$ cat config.mk
export PLATFORM = sky130hd
export DESIGN_NAME = byte_exec_unit
export DESIGN_NICKNAME = d
export VERILOG_FILES = /design/src/rtl/bexu_pkg.sv /design/src/rtl/bexu_decode.sv /design/src/rtl/bexu_alu.sv /design/src/rtl/bexu_seq.sv /design/src/rtl/byte_exec_unit.sv
export SDC_FILE = /design/constraint.sdc
export NUM_CORES = 1
export LEC_CHECK = 0
export BUFFER_PORTS_ARGS = -buffer_cell sky130_fd_sc_hd__buf_4
export CAP_MARGIN = 30
export CORE_MARGIN = 2
export CORE_UTILIZATION = 56
export CTS_CLUSTER_DIAMETER = 120
export DETAILED_ROUTE_END_ITERATION = 10
export HOLD_SLACK_MARGIN = 0.08
export PLACE_DENSITY_LB_ADDON = 0.08
export SYNTH_ARGS = -nofsm -noshare
export SYNTH_HDL_FRONTEND = slang
export SYNTH_HIERARCHICAL = 1
export SYNTH_SLANG_ARGS = --single-unit
$ cat constraint.sdc
create_clock -name clk_i -period 8.6 [get_ports clk_i]
set_clock_uncertainty 0.1 [all_clocks]
set_input_delay 0.86 -clock clk_i [delete_from_list [all_inputs] [get_ports clk_i]]
set_output_delay 0.86 -clock clk_i [all_outputs]
set_load 0.01 [all_outputs]
$ cat src/rtl/bexu_pkg.sv
package bexu_pkg;
  localparam int unsigned FLG_C  = 0;
  localparam int unsigned FLG_DC = 1;
  localparam int unsigned FLG_Z  = 2;
  localparam int unsigned FLG_OV = 3;
  localparam int unsigned FLG_N  = 4;
  localparam int unsigned FLG_W  = 5;

  typedef enum logic [4:0] {
    OP_NONE, OP_ADD, OP_ADDC, OP_SUBWF, OP_SUBWFB, OP_SUBFWB, OP_INC, OP_DEC,
    OP_NEG, OP_AND, OP_IOR, OP_XOR, OP_COM, OP_MOV, OP_CLR, OP_SET, OP_MOVW,
    OP_RLC, OP_RLN, OP_RRC, OP_RRN, OP_SWAP, OP_INCSZ, OP_INCSNZ, OP_DECSZ,
    OP_DECSNZ, OP_CPEQ, OP_CPGT, OP_CPLT, OP_TST, OP_MV1
  } op_e;

  typedef enum logic [1:0] {TGT_NONE, TGT_W, TGT_F} tgt_e;

  typedef enum logic [1:0] {SQ_RUN, SQ_DROP, SQ_DROP2, SQ_MOVE} seq_e;

  function automatic logic is_skip_op(op_e op);
    return op inside {OP_INCSZ, OP_INCSNZ, OP_DECSZ, OP_DECSNZ,
                      OP_CPEQ, OP_CPGT, OP_CPLT, OP_TST};
  endfunction
endpackage

$ cat src/rtl/bexu_decode.sv
module bexu_decode
  import bexu_pkg::*;
#(
  parameter int unsigned INSTR_W = 16
) (
  input  logic [INSTR_W-1:0] instr_i,
  output op_e                op_o,
  output tgt_e               tgt_o
);
  localparam int unsigned OPC_LSB = INSTR_W - 6;
  localparam int unsigned D_BIT   = OPC_LSB - 1;

  logic [5:0] opc;
  logic       d_sel;
  logic       has_d;

  assign opc   = instr_i[INSTR_W-1:OPC_LSB];
  assign d_sel = instr_i[D_BIT];

  always_comb begin
    op_o  = OP_NONE;
    has_d = 1'b1;
    unique case (opc)
      6'b001001: op_o = OP_ADD;
      6'b001000: op_o = OP_ADDC;
      6'b010111: op_o = OP_SUBWF;
      6'b010110: op_o = OP_SUBWFB;
      6'b010101: op_o = OP_SUBFWB;
      6'b001010: op_o = OP_INC;
      6'b000001: op_o = OP_DEC;
      6'b000101: op_o = OP_AND;
      6'b000100: op_o = OP_IOR;
      6'b000110: op_o = OP_XOR;
      6'b000111: op_o = OP_COM;
      6'b010100: op_o = OP_MOV;
      6'b001101: op_o = OP_RLC;
      6'b010001: op_o = OP_RLN;
      6'b001100: op_o = OP_RRC;
      6'b010000: op_o = OP_RRN;
      6'b001110: op_o = OP_SWAP;
      6'b001111: op_o = OP_INCSZ;
      6'b010010: op_o = OP_INCSNZ;
      6'b001011: op_o = OP_DECSZ;
      6'b010011: op_o = OP_DECSNZ;
      6'b011000: begin has_d = 1'b0; op_o = d_sel ? OP_CPEQ : OP_CPLT; end
      6'b011001: begin has_d = 1'b0; op_o = d_sel ? OP_TST  : OP_CPGT; end
      6'b011010: begin has_d = 1'b0; op_o = d_sel ? OP_CLR  : OP_SET;  end
      6'b011011: begin has_d = 1'b0; op_o = d_sel ? OP_MOVW : OP_NEG;  end
      default: begin
        has_d = 1'b0;
        if (opc[5:2] == 4'b1100) op_o = OP_MV1;
      end
    endcase
  end

  always_comb begin
    tgt_o = TGT_NONE;
    if (op_o inside {OP_CLR, OP_SET, OP_NEG, OP_MOVW}) tgt_o = TGT_F;
    else if (has_d && op_o != OP_NONE
             && !(op_o inside {OP_CPEQ, OP_CPGT, OP_CPLT, OP_TST}))
      tgt_o = d_sel ? TGT_F : TGT_W;
  end
endmodule

$ cat src/rtl/bexu_alu.sv
module bexu_alu
  import bexu_pkg::*;
#(
  parameter int unsigned DATA_W = 8
) (
  input  op_e               op_i,
  input  logic [DATA_W-1:0] w_i,
  input  logic [DATA_W-1:0] f_i,
  input  logic [FLG_W-1:0]  flags_i,
  output logic [DATA_W-1:0] res_o,
  output logic [FLG_W-1:0]  flags_o,
  output logic              cond_o
);
  localparam int unsigned NIB = DATA_W / 2;
  localparam int unsigned MSB = DATA_W - 1;

  logic [DATA_W-1:0] opa, opb;
  logic              cin;
  logic [DATA_W:0]   sum;
  logic [NIB:0]      lsum;
  logic              ovf;
  logic              upd_zn;

  // shared adder; subtraction as a + ~b + carry
  always_comb begin
    opa = f_i;
    opb = '0;
    cin = 1'b0;
    unique case (op_i)
      OP_ADD:    begin opb = w_i; end
      OP_ADDC:   begin opb = w_i; cin = flags_i[FLG_C]; end
      OP_SUBWF:  begin opb = ~w_i; cin = 1'b1; end
      OP_SUBWFB: begin opb = ~w_i; cin = flags_i[FLG_C]; end
      OP_SUBFWB: begin opa = w_i; opb = ~f_i; cin = flags_i[FLG_C]; end
      OP_INC, OP_INCSZ, OP_INCSNZ: cin = 1'b1;
      OP_DEC, OP_DECSZ, OP_DECSNZ: opb = '1;
      OP_NEG:    begin opa = '0; opb = ~f_i; cin = 1'b1; end
      default: ;
    endcase
  end

  assign sum  = {1'b0, opa} + {1'b0, opb} + {{DATA_W{1'b0}}, cin};
  assign lsum = {1'b0, opa[NIB-1:0]} + {1'b0, opb[NIB-1:0]} + {{NIB{1'b0}}, cin};
  assign ovf  = (opa[MSB] == opb[MSB]) && (sum[MSB] != opa[MSB]);

  always_comb begin
    res_o   = f_i;
    flags_o = flags_i;
    cond_o  = 1'b0;
    upd_zn  = 1'b0;
    unique case (op_i)
      OP_ADD, OP_ADDC, OP_SUBWF, OP_SUBWFB, OP_SUBFWB, OP_INC, OP_DEC, OP_NEG: begin
        res_o           = sum[DATA_W-1:0];
        flags_o[FLG_C]  = sum[DATA_W];
        flags_o[FLG_DC] = lsum[NIB];
        flags_o[FLG_OV] = ovf;
        upd_zn          = 1'b1;
      end
      OP_INCSZ, OP_DECSZ: begin
        res_o  = sum[DATA_W-1:0];
        cond_o = ~|sum[DATA_W-1:0];
      end
      OP_INCSNZ, OP_DECSNZ: begin
        res_o  = sum[DATA_W-1:0];
        cond_o = |sum[DATA_W-1:0];
      end
      OP_AND: begin res_o = w_i & f_i; upd_zn = 1'b1; end
      OP_IOR: begin res_o = w_i | f_i; upd_zn = 1'b1; end
      OP_XOR: begin res_o = w_i ^ f_i; upd_zn = 1'b1; end
      OP_COM: begin res_o = ~f_i;      upd_zn = 1'b1; end
      OP_MOV: begin res_o = f_i;       upd_zn = 1'b1; end
      OP_CLR: begin res_o = '0; flags_o[FLG_Z] = 1'b1; end
      OP_SET:  res_o = '1;
      OP_MOVW: res_o = w_i;
      OP_SWAP: res_o = {f_i[NIB-1:0], f_i[DATA_W-1:NIB]};
      OP_RLC: begin
        res_o          = {f_i[MSB-1:0], flags_i[FLG_C]};
        flags_o[FLG_C] = f_i[MSB];
        upd_zn         = 1'b1;
      end
      OP_RRC: begin
        res_o          = {flags_i[FLG_C], f_i[MSB:1]};
        flags_o[FLG_C] = f_i[0];
        upd_zn         = 1'b1;
      end
      OP_RLN: begin res_o = {f_i[MSB-1:0], f_i[MSB]}; upd_zn = 1'b1; end
      OP_RRN: begin res_o = {f_i[0], f_i[MSB:1]};     upd_zn = 1'b1; end
      OP_CPEQ: cond_o = (f_i == w_i);
      OP_CPGT: cond_o = (f_i > w_i);
      OP_CPLT: cond_o = (f_i < w_i);
      OP_TST:  cond_o = ~|f_i;
      default: ;
    endcase
    if (upd_zn) begin
      flags_o[FLG_Z] = ~|res_o;
      flags_o[FLG_N] = res_o[MSB];
    end
  end
endmodule

$ cat src/rtl/bexu_seq.sv
module bexu_seq
  import bexu_pkg::*;
#(
  parameter int unsigned ADDR_W = 12
) (
  input  logic              clk_i,
  input  logic              rst_ni,
  input  logic              valid_i,
  input  logic              skip_take_i,
  input  logic              mv_first_i,
  input  logic              word_mv1_i,
  input  logic [ADDR_W-1:0] addr_i,
  output logic              squash_o,
  output logic              mv_second_o,
  output logic [ADDR_W-1:0] src_o
);
  seq_e              state_q, state_d;
  logic [ADDR_W-1:0] src_q;

  always_comb begin
    state_d = state_q;
    if (valid_i) begin
      unique case (state_q)
        SQ_RUN: begin
          if (skip_take_i)     state_d = SQ_DROP;
          else if (mv_first_i) state_d = SQ_MOVE;
        end
        // a squashed two-word move drags its second word along
        SQ_DROP:  state_d = word_mv1_i ? SQ_DROP2 : SQ_RUN;
        SQ_DROP2: state_d = SQ_RUN;
        SQ_MOVE:  state_d = SQ_RUN;
        default:  state_d = SQ_RUN;
      endcase
    end
  end

  always_ff @(posedge clk_i or negedge rst_ni) begin
    if (!rst_ni) begin
      state_q <= SQ_RUN;
      src_q   <= '0;
    end else begin
      state_q <= state_d;
      if (valid_i && mv_first_i) src_q <= addr_i;
    end
  end

  assign squash_o    = valid_i && (state_q == SQ_DROP || state_q == SQ_DROP2);
  assign mv_second_o = valid_i && (state_q == SQ_MOVE);
  assign src_o       = src_q;


  drop2_after_mv1_chk: assert property (@(posedge clk_i) disable iff (!rst_ni)
    (state_q == SQ_DROP && valid_i && word_mv1_i) |=> (state_q == SQ_DROP2));
endmodule

$ cat src/rtl/byte_exec_unit.sv
module byte_exec_unit
  import bexu_pkg::*;
#(
  parameter int unsigned DATA_W  = 8,
  parameter int unsigned INSTR_W = 16,
  parameter int unsigned ADDR_W  = 12
) (
  input  logic               clk_i,
  input  logic               rst_ni,
  input  logic               valid_i,
  input  logic [INSTR_W-1:0] instr_i,
  input  logic [DATA_W-1:0]  wreg_i,
  input  logic [DATA_W-1:0]  fopd_i,
  input  logic [FLG_W-1:0]   flags_i,
  output logic [DATA_W-1:0]  result_o,
  output logic               wr_w_o,
  output logic               wr_f_o,
  output logic [FLG_W-1:0]   flags_o,
  output logic               skip_o,
  output logic               squash_o,
  output logic [1:0]         cycles_o,
  output logic               move_o,
  output logic [ADDR_W-1:0]  mv_src_o,
  output logic [ADDR_W-1:0]  mv_dst_o
);
  localparam int unsigned D_BIT = INSTR_W - 7;

  op_e               op;
  tgt_e              tgt;
  logic [DATA_W-1:0] alu_res;
  logic [FLG_W-1:0]  alu_flags;
  logic              alu_cond;
  logic              mv_second;
  logic              exec;
  logic              mv_first;

  bexu_decode #(.INSTR_W(INSTR_W)) u_dec (
    .instr_i (instr_i),
    .op_o    (op),
    .tgt_o   (tgt)
  );

  bexu_alu #(.DATA_W(DATA_W)) u_alu (
    .op_i    (op),
    .w_i     (wreg_i),
    .f_i     (fopd_i),
    .flags_i (flags_i),
    .res_o   (alu_res),
    .flags_o (alu_flags),
    .cond_o  (alu_cond)
  );

  bexu_seq #(.ADDR_W(ADDR_W)) u_seq (
    .clk_i       (clk_i),
    .rst_ni      (rst_ni),
    .valid_i     (valid_i),
    .skip_take_i (skip_o),
    .mv_first_i  (mv_first),
    .word_mv1_i  (op == OP_MV1),
    .addr_i      (instr_i[ADDR_W-1:0]),
    .squash_o    (squash_o),
    .mv_second_o (mv_second),
    .src_o       (mv_src_o)
  );

  // word executes as itself only outside a squash or move tail
  assign exec     = valid_i && !squash_o && !mv_second;
  assign mv_first = exec && (op == OP_MV1);
  assign result_o = alu_res;
  assign wr_w_o   = exec && (tgt == TGT_W);
  assign wr_f_o   = exec && (tgt == TGT_F);
  assign flags_o  = exec ? alu_flags : flags_i;
  assign skip_o   = exec && is_skip_op(op) && alu_cond;
  assign move_o   = mv_second;
  assign mv_dst_o = instr_i[ADDR_W-1:0];

  always_comb begin
    cycles_o = 2'd0;
    if (valid_i) cycles_o = (skip_o || mv_first) ? 2'd2 : 2'd1;
  end


  wb_excl_chk: assert property (@(posedge clk_i) disable iff (!rst_ni)
    $onehot0({wr_w_o, wr_f_o, move_o}));

  w_dest_sel_chk: assert property (@(posedge clk_i) disable iff (!rst_ni)
    wr_w_o |-> !instr_i[D_BIT]);

  skip_then_squash_chk: assert property (@(posedge clk_i) disable iff (!rst_ni)
    skip_o |=> (!valid_i || squash_o));

  squash_inert_chk: assert property (@(posedge clk_i) disable iff (!rst_ni)
    squash_o |-> (!wr_w_o && !wr_f_o && !skip_o && !move_o && flags_o == flags_i));

  move_flags_chk: assert property (@(posedge clk_i) disable iff (!rst_ni)
    move_o |-> (flags_o == flags_i && !wr_w_o && !wr_f_o));

  nop_word_chk: assert property (@(posedge clk_i) disable iff (!rst_ni)
    (valid_i && instr_i[INSTR_W-1 -: 4] == 4'hF) |-> (!wr_w_o && !wr_f_o && !skip_o && flags_o == flags_i));

  idle_quiet_chk: assert property (@(posedge clk_i) disable iff (!rst_ni)
    !valid_i |-> (!wr_w_o && !wr_f_o && !skip_o && !move_o && cycles_o == 2'd0));
endmodule

==> flow_summary.json, run 1 <==
{
  "outcome": "completed",
  "path_clk_slew_ns": 0.06,
  "fin_crit_sh_pct": 90.7,
  "ant_nets": 0,
  "synth-async-reset-ratio_pct": 100,
  "synth_compound_area_share_pct": 32.0,
  "p_leak_nw": 1.96,
  "drt-total-wl_mm": 11.2,
  "r2r_end": "u_seq/src_o[7]$_DFFE_PN0P_",
  "synthSimpleGateAreaFrac_pct": 26.2,
  "grt_max_degree": 25,
  "wl_met1_mm": 4.56,
  "cts_tree": "yes",
  "muxShareOfSynthArea_pct": 6.69,
  "cts_buffers": 3,
  "wl_met2_mm": 5.22,
  "syn_area_um2": 3570,
  "grt_pass1_wl_mm": 17.8,
  "synth_area_per_cell_um2": 7.60,
  "clockRootBuffer": "clkbuf_8",
  "r2r_slack_ns": 5.79,
  "clkLatencyLatePin_ns": 0.24,
  "die_w_um": 83.9,
  "htree_num_levels": 1,
  "drc": 0,
  "holdWs_ns": 0.353,
  "finalSetupViolCount": 0,
  "antenna_found_initial": 0,
  "drv_cap": 0,
  "wl_met3_um": 949,
  "yosysSeqAreaShare_pct": 9.81,
  "period_minus_slack_ns": 7.80,
  "dpl.hpwl_mm": 8.58,
  "worstSetupEndpointType": "output pin",
  "place_congestion": 0.994,
  "synthAdderAreaFrac_pct": 13.4,
  "grt_pass1_vias": 3638,
  "vias_per_cell": 6.68,
  "drive_above_1_share_pct": 26.1,
  "reg2reg_from": "u_seq/state_q[0]$_DFFE_PN0P_",
  "syn_inst": 470,
  "rows": 29,
  "fin_util_pct": 67.2,
  "placedInstanceArea_um2": 4140,
  "synth_xor_area_share_pct": 1.96,
  "critPathKind": "in2out",
  "synth_ff_type": "dfrtp_1",
  "diodes": 0,
  "dieArea_um2": 7030,
  "routed.top_layer": "met4",
  "startpoint_type": "input port",
  "num-nets-final": 603,
  "crit_required_ns": 7.64,
  "yosysWarningCount": 6,
  "rsz0062_at_grt": "false",
  "placement.io_buffers": 83,
  "drt_first_iter_violations": 416,
  "slew_viol_final": 0,
  "holdBufCountCts": 0,
  "track_usage_pct": 30.5,
  "grt.overflow.total": 0,
  "ioPinCount": 84,
  "cts_sinks": 14,
  "ys_types": 88,
  "synth_edf_count": 0,
  "final_common_cell": "buf_4",
  "ys_ff_latch": 14,
  "die-height_um": 83.9,
  "tightest_slew_ns": 1.06,
  "area_growth_pct": 17.4,
  "core-area_um2": 6240,
  "route.vias.total": 4024,
  "hp-class": "in2async",
  "crit_start": "instr_i[13]",
  "start_util_pct": 57.2,
  "postCtsResizedCells": 0,
  "power.density_nw_per_um2": 126,
  "max_freq_mhz": 128,
  "worst_ep_arrival_time_ns": 6.84,
  "wl_per_cell_um": 18.6,
  "peakVddDrop_mv": 0.141,
  "first_pass_iters": 6,
  "worstPathMaxFanout": 19,
  "finalPower_mw": 0.527,
  "finalHoldViolCount": 0,
  "finalSetupTns_ns": 0,
  "stdcell_area_um2": 4190,
  "cts_setup_buffers": 0,
  "synthesis.nets": 547,
  "final_cell_mix": "91 x buf_4, 35 x nand2_1, 35 x ha_1, 34 x a21oi_1, 33 x nor2_1",
  "synth_top_family_by_area": "compound AO/OA/AOI/OAI gates",
  "reg2reg_depth": 7,
  "clk_path_buf_depth": 2,
  "fill_cells": 587,
  "maxSlewHeadroom_pct": 28.8,
  "crit_path_end": "skip_o"
}
[synthesized netlist by cell type, drive strengths merged (7+ instances only)]
cell	instances	area, µm²
a211oi	7	57.6
a21oi	35	175
a22o	10	87.6
buf	30	204
clkbuf	10	38.8
dfrtp	14	350
ha	35	438
inv	30	113
mux2	17	229
nand2	36	138
nand3	9	45.0
nor2	34	144
nor2b	13	81.3
nor3	16	85.1
nor3b	7	78.8
o211ai	12	90.1
o21ai	27	139
[worst max-delay path: stages]
cell	delay (ns)
buf_4	0.17
or4b_1	0.52
a21oi_1	0.15
a211oi_1	0.06
o21ai_2	0.58
inv_1	0.24
nor3_1	0.25
o21ai_1	0.39
a22o_1	0.34
fa_1	0.48
fa_1	0.43
a211oi_1	0.29
nor2_1	0.12
xor2_1	0.17
a2111oi_0	0.32
nand4_1	0.24
o41ai_1	0.51
nor3b_1	0.49
buf_4	0.21
[flip-flops by register name, summed over array words and instances (netlist names)]
signal,cells
u_seq/state_q,2
u_seq/src_o,12
[cell type report]
class,count,area (µm²),share of cell area (%)
Multi-Input combinational cell,386,2890,69.0
Timing Repair Buffer,91,683,16.3
Sequential cell,14,350,8.36
Inverter,30,113,2.69
Tap cell,77,96.3,2.30
Clock buffer,4,55.1,1.31
[metrics by stage]
stage	setup slack, ns	cells
2_1_floorplan	1.51	470
3_3_place_gp	1.16	598
3_5_place_dp	1.05	598
4_1_cts	0.927	602
5_1_grt	0.350	602
6_report	0.800	602
[routing by layer]
metal / GRT usage [%] / vias up
li1: - / 1876
met1: 39.6 / 1849
met2: 51.4 / 254
met3: 3.26 / 45
met4: 12.6 / 0
met5: 0 / -
[worst min path at each step]
stage / startpoint / end / depth (start not counted)
floorplan: u_seq/state_q[1]$_DFFE_PN0P_ / u_seq/state_q[1]$_DFFE_PN0P_ / 1
global placement: u_seq/src_o[5]$_DFFE_PN0P_ / u_seq/src_o[5]$_DFFE_PN0P_ / 1
detailed placement: u_seq/src_o[4]$_DFFE_PN0P_ / u_seq/src_o[4]$_DFFE_PN0P_ / 1
CTS: rst_ni / u_seq/src_o[5]$_DFFE_PN0P_ / 1
global route: rst_ni / u_seq/src_o[5]$_DFFE_PN0P_ / 1
finish: rst_ni / u_seq/src_o[5]$_DFFE_PN0P_ / 1
[power by group]
group	switching [mW]	leakage (nW)	internal, mW
Sequential	0.00576	0.192	0.0720
Clock	0.0230	0.0288	0.0405
Combinational	0.218	1.74	0.168
Total	0.247	1.96	0.280
[kinds of logic (layout without fill, tap and decap cells)]
family | count (synthesis) | in the layout
simple gates | 165 | 165
compound gates | 158 | 158
buf+inv | 70 | 125
fa+ha+maj | 37 | 37
mux | 18 | 18
flops | 14 | 14
xor+xnor | 8 | 8
Note: power is estimated with default switching activity, not from simulation.
==> run 2, diff against run 1 <==
--- a/config.mk
+++ b/config.mk
@@ -15,2 +15,3 @@
 export PLACE_DENSITY_LB_ADDON = 0.08
+export REMOVE_ABC_BUFFERS = 1
 export SYNTH_ARGS = -nofsm -noshare
==> constraint.sdc (replaced) <==
create_clock -name clk_i -period 8.6 [get_ports clk_i]
set_clock_uncertainty 0.1 [all_clocks]
set_input_delay 1.72 -clock clk_i [delete_from_list [all_inputs] [get_ports clk_i]]
set_output_delay 1.72 -clock clk_i [all_outputs]
set_load 0.01 [all_outputs]
==> run 2 against run 1 <==
  * Register-to-register slack improved by 0.02 ns
  * First-iteration DRC count increased by 28%
  * Wire length increased by 7.3%
  * Sequential share of layout area decreased by 0.74 points
  * Power increased by 10%
  * Global-route usage increased by 1.4 points
  * Via count increased by 4.3%
  * Utilization increased by 6.5 points
  * Highest routed layer unchanged
  * Sequential cell count unchanged
  * Non-clock buffer count increased by 28
  * Largest cell class unchanged
  * Combinational power increased by 13%
==> flow_summary.json, run 2 (synthesized netlist as in run 1, its figures left out) <==
{
  "outcome": "completed",
  "clkLatencyLatePin_ns": 0.24,
  "drive_above_1_share_pct": 34.2,
  "dieArea_um2": 7030,
  "grt_pass1_vias": 3953,
  "wl_per_cell_um": 19.1,
  "max_freq_mhz": 117,
  "ant_nets": 0,
  "place_congestion": 1.02,
  "tightest_slew_ns": 0.946,
  "slew_viol_final": 0,
  "drt_first_iter_violations": 531,
  "fill_cells": 515,
  "worstPathMaxFanout": 8,
  "fin_crit_sh_pct": 99.2,
  "grt.overflow.total": 0,
  "finalSetupViolCount": 0,
  "cts_tree": "yes",
  "reg2reg_depth": 7,
  "fin_util_pct": 73.7,
  "first_pass_iters": 6,
  "drc": 0,
  "area_growth_pct": 28.7,
  "ioPinCount": 84,
  "diodes": 0,
  "drt-total-wl_mm": 12.0,
  "grt_pass1_wl_mm": 18.7,
  "finalWorstSetupSlack_ns": 0.0697,
  "drv_cap": 0,
  "crit_chain": "buf_8 > buf_4 > nor2b_1 > a22o_1 > a32oi_1 > a21oi_4 > or3b_4 > a211o_4 > nor2_4 > a21oi_2 > o211ai_1 > fa_2 > fa_2 > or3_4 > a2111oi_4 > nand4_1 > o41ai_2 > nor2b_2 > nor3_2 > o31a_1 > buf_6",
  "dp_slack_ns": -0.0671,
  "final_cell_mix": "108 x buf_4, 35 x nand2_1, 34 x ha_1, 32 x a21oi_1, 31 x nor2_1",
  "critical_path.top_delay_family": "compound AO/OA/AOI/OAI gates",
  "start_util_pct": 57.2,
  "route.vias.total": 4198,
  "hp-start": "u_seq/src_o[4]$_DFFE_PN0P_",
  "num-nets-final": 631,
  "r2r_slack_ns": 5.81,
  "core-area_um2": 6240,
  "holdWs_ns": 0.411,
  "rows": 29,
  "slowest_delay_ns": 0.44,
  "peakVddDrop_mv": 0.146,
  "largest_register_ffs": 12,
  "htree_num_levels": 1,
  "cts_buffers": 3,
  "hp-class": "reg2reg",
  "maxSlewHeadroom_pct": 36.4,
  "path_buf_inv": 3,
  "worstSetupEndpointType": "output pin",
  "rsz0062_at_grt": "true",
  "final_common_cell": "buf_4",
  "grt_max_degree": 21,
  "reg2reg_from": "u_seq/state_q[0]$_DFFE_PN0P_",
  "cp_slowest_cell": "or3b_4",
  "cts_sinks": 14,
  "track_usage_pct": 31.9,
  "path_clk_slew_ns": 0.06,
  "clk_path_buf_depth": 2,
  "dpl.hpwl_mm": 9.05,
  "clockRootBuffer": "clkbuf_8",
  "startpoint_type": "input port",
  "worst_ep_arrival_time_ns": 6.71,
  "die_w_um": 83.9,
  "r2r_end": "u_seq/src_o[5]$_DFFE_PN0P_",
  "p_leak_nw": 2.15,
  "placement.io_buffers": 83,
  "holdPathStages": 1,
  "period_minus_slack_ns": 8.53,
  "cp_common_cell": "fa_2",
  "crit_required_ns": 6.78,
  "critPathKind": "in2out",
  "finalHoldViolCount": 0,
  "hold_end": "u_seq/src_o[4]$_DFFE_PN0P_",
  "antenna_found_initial": 0,
  "die-height_um": 83.9,
  "power.density_nw_per_um2": 126,
  "vias_per_cell": 6.66
}
==> run 2: cell types whose count changed in the layout (fill, tap and decap cells not counted), sizes merged <==
cell	change
buf	+28
==> run 2: how the worst max path moves through the flow <==
stage	startpoint	cells after the start	endpoint
floorplan	instr_i[12]	16	cycles_o[0]
global route	instr_i[14]	21	cycles_o[0]
CTS	instr_i[13]	22	cycles_o[0]
finish	instr_i[14]	21	cycles_o[0]
detailed placement	instr_i[13]	22	cycles_o[0]
global placement	instr_i[13]	21	cycles_o[0]
==> run 2: report_power, final <==
group | switching (mW) | total, mW | leakage, nW | internal [mW]
Combinational | 0.240 | 0.438 | 1.92 | 0.198
Clock | 0.0228 | 0.0633 | 0.0288 | 0.0405
Sequential | 0.00625 | 0.0783 | 0.192 | 0.0720
Total | 0.270 | 0.580 | 2.15 | 0.310
==> run 2: cell type report <==
class	instances	area (µm²)	share of cell area (%)
multi-input cells	386	3040	66.2
well taps	77	96.3	2.10
clock buffers	4	55.1	1.20
flip-flops and latches	14	350	7.62
repair buffers	119	941	20.5
inverters	30	113	2.45
==> run 2: through the flow <==
step / power [mW] / cell area, µm² / instances / TNS, ns
final: 0.580 / 4600 / 630 / 0
after floorplan: 0.313 / 3330 / 430 / -7.32
after CTS: 0.537 / 4360 / 623 / 0
after global routing: 0.618 / 4600 / 630 / -0.201
after global placement: 0.461 / 4290 / 619 / 0
after detailed placement: 0.469 / 4290 / 619 / -0.0738
==> run 2: layer usage <==
metal	vias up	wire length [µm]	global-route usage, %
met1	1964	4930	41.6
met3	45	961	3.66
met2	271	5770	54.2
met5	-	0	0
met4	0	352	11.3
li1	1918	-	-
==> run 2: what timing repair did <==
item	4_1_cts	5_1_grt
hold buffers	0	0
resized for setup	3	38
setup buffers	0	6
cloned	0	1
endpoints found under the setup margin	2	4
pin swaps	0	20
==> run 2: worst reg2reg max path: stages, from the launching register on <==
cell and delay [ns]:
dfrtp_1 0.42, inv_1 0.10, ha_1 0.31, and2_2 0.21, or3b_1 0.54, nor3_2 0.31, nand2_2 0.30, mux2_4 0.39
==> run 3, diff against run 2 <==
- PLACE_DENSITY: not set -> 0.83
- PLACE_DENSITY_LB_ADDON: 0.08 -> not set
==> run 3 against run 2 <==
  * Wire length decreased by 0.38%
  * Clock power shrank 2%
  * Clock-buffer cell count unchanged
  * Sequential share of layout area about the same
  * Power is 0.74% lower
  * Utilization grew 0.32 points
  * Combinational power about the same
  * Critical path depth grew 3
  * Die area stayed put
  * Fmax grew 1.2%
  * Critical path type unchanged
  * Largest power group unchanged
==> flow_summary.json, run 3 (synthesized netlist as in run 1, its figures left out) <==
{
  "outcome": "completed",
  "placement.io_buffers": 83,
  "tightest_slew_ns": 1.01,
  "holdBufCountCts": 0,
  "period_minus_slack_ns": 8.43,
  "slew_viol_final": 0,
  "worst_ep_arrival_time_ns": 6.61,
  "track_usage_pct": 32.5,
  "hp-start": "u_seq/src_o[10]$_DFFE_PN0P_",
  "pwr-share-seq_pct": 13.5,
  "first_pass_iters": 6,
  "cp_common_cell": "buf_6",
  "power.switching_mw": 0.265,
  "grt_pass1_wl_mm": 19.2,
  "holdWs_ns": 0.421,
  "slowest_delay_ns": 0.54,
  "vias_per_cell": 6.57,
  "area_growth_pct": 29.3,
  "cts_buffers": 3,
  "dieArea_um2": 7030,
  "hp-class": "reg2reg",
  "dp_slack_ns": -0.0647,
  "finalNonFillerCells": 634,
  "cp_slowest_cell": "or4b_4",
  "final_cell_mix": "114 x buf_4, 35 x nand2_1, 35 x ha_1, 33 x a21oi_1, 32 x nor2_1",
  "finalWorstSetupSlack_ns": 0.171,
  "die_w_um": 83.9,
  "drt-total-wl_mm": 12.0,
  "clkLatencyLatePin_ns": 0.24,
  "core-area_um2": 6240,
  "cts_sinks": 14,
  "peakVddDrop_mv": 0.117,
  "finalSetupViolCount": 0,
  "crit_required_ns": 6.78,
  "combPwrFrac_pct": 75.7,
  "ant_nets": 0,
  "fill_cells": 466,
  "rsz0062_at_grt": "true",
  "place_congestion": 0.986,
  "grt.overflow.total": 0,
  "antenna_found_initial": 0,
  "maxSlewHeadroom_pct": 32.2,
  "rows": 29,
  "reg2reg_from": "u_seq/state_q[0]$_DFFE_PN0P_",
  "dpl.hpwl_mm": 9.20,
  "ioPinCount": 84,
  "clk_path_buf_depth": 2,
  "drive_above_1_share_pct": 33.8,
  "drt_first_iter_violations": 487,
  "p_leak_nw": 2.18,
  "route.vias.total": 4163,
  "clock_power_share_pct": 10.8,
  "clockRootBuffer": "clkbuf_8",
  "power.density_nw_per_um2": 125,
  "drv_cap": 0,
  "start_util_pct": 57.2,
  "r2r_slack_ns": 5.90,
  "internal_power_mw": 0.311,
  "path_clk_slew_ns": 0.06,
  "largest_register_ffs": 12,
  "cts_tree": "yes",
  "crit_chain": "buf_6 > or4b_4 > a21oi_2 > a211oi_1 > o21ai_2 > buf_6 > nand3b_1 > a211o_1 > nor2_1 > a21oi_1 > o211ai_1 > fa_2 > fa_2 > a211oi_2 > nor2_2 > xor2_2 > a2111oi_2 > nand4_1 > a32oi_2 > o41ai_4 > nor2b_4 > nor3_4 > o31a_1 > buf_6",
  "final_common_cell": "buf_4",
  "grt_pass1_vias": 3918,
  "switching_share_pct": 46.0,
  "finalPower_mw": 0.576,
  "diodes": 0,
  "startpoint_type": "input port",
  "dp.cells": 620,
  "crit_start": "instr_i[13]",
  "wl_per_cell_um": 18.9,
  "max_freq_mhz": 119,
  "critPathKind": "in2out",
  "finalHoldViolCount": 0,
  "die-height_um": 83.9,
  "worstPathMaxFanout": 12,
  "htree_num_levels": 1,
  "num-nets-final": 635,
  "worstSetupEndpointType": "output pin",
  "grt_max_degree": 21,
  "drc": 0,
  "fin_crit_sh_pct": 98.0
}
[run 3: power groups by stage]
stage | clock (mW) | sequential [mW] | combinational [mW]
after floorplan | 0 | 0.0776 | 0.236
after global placement | 0 | 0.0775 | 0.388
after detailed placement | 0 | 0.0784 | 0.399
after CTS | 0.0634 | 0.0774 | 0.402
after global routing | 0.0661 | 0.0786 | 0.472
final | 0.0621 | 0.0775 | 0.436
[run 3: final timing paths]
check / to / cells after the start
min in group asynchronous: u_seq/src_o[6]$_DFFE_PN0P_ / 1
hold reg to reg: u_seq/src_o[10]$_DFFE_PN0P_ / 1
hold / removal: u_seq/src_o[10]$_DFFE_PN0P_ / 1
setup / recovery: cycles_o[0] / 24
max in group asynchronous: u_seq/src_o[0]$_DFFE_PN0P_ / 1
setup reg to reg: u_seq/src_o[6]$_DFFE_PN0P_ / 7
[run 3: timing repair]
action / CTS / global route
buffers inserted: 0 / 9
setup endpoints to repair: 2 / 5
gates cloned: 0 / 1
pin swaps: 0 / 17
resized for setup: 2 / 30
[run 3: layout make-up]
cell class              count  area (µm²)  area share [%]
multi-input cells         386        3020            65.5
flip-flops and latches     14         350            7.59
well taps                  77        96.3            2.09
repair buffers            123         980            21.2
clock buffers               4        55.1            1.19
inverters                  30         113            2.44
[run 3: stage by stage]
step / instance area (µm²) / setup TNS, ns / utilization [%]
after global routing: 4620 / -0.0252 / 74.0
after floorplan: 3330 / -7.32 / -
after detailed placement: 4310 / -0.0785 / 69.1
after global placement: 4310 / 0 / 69.1
after CTS: 4390 / 0 / 70.3
final: 4620 / 0 / 74.0
[run 3: metal layers]
metal  global-route usage (%)  wire (µm)
met5                        0          0
met3                     5.04       1100
met1                     40.7       4680
met4                     11.6        400
met2                     56.4       5790
[run 3: worst max-delay path, delay by kind of cell]
family	cells	cell delay (ns)
AOI/OAI and AO/OA	11	2.07
and+or+nand+nor	7	1.45
adders and majority gates	2	0.84
buffers and inverters	3	0.38
xor gates and xnor gates	1	0.16
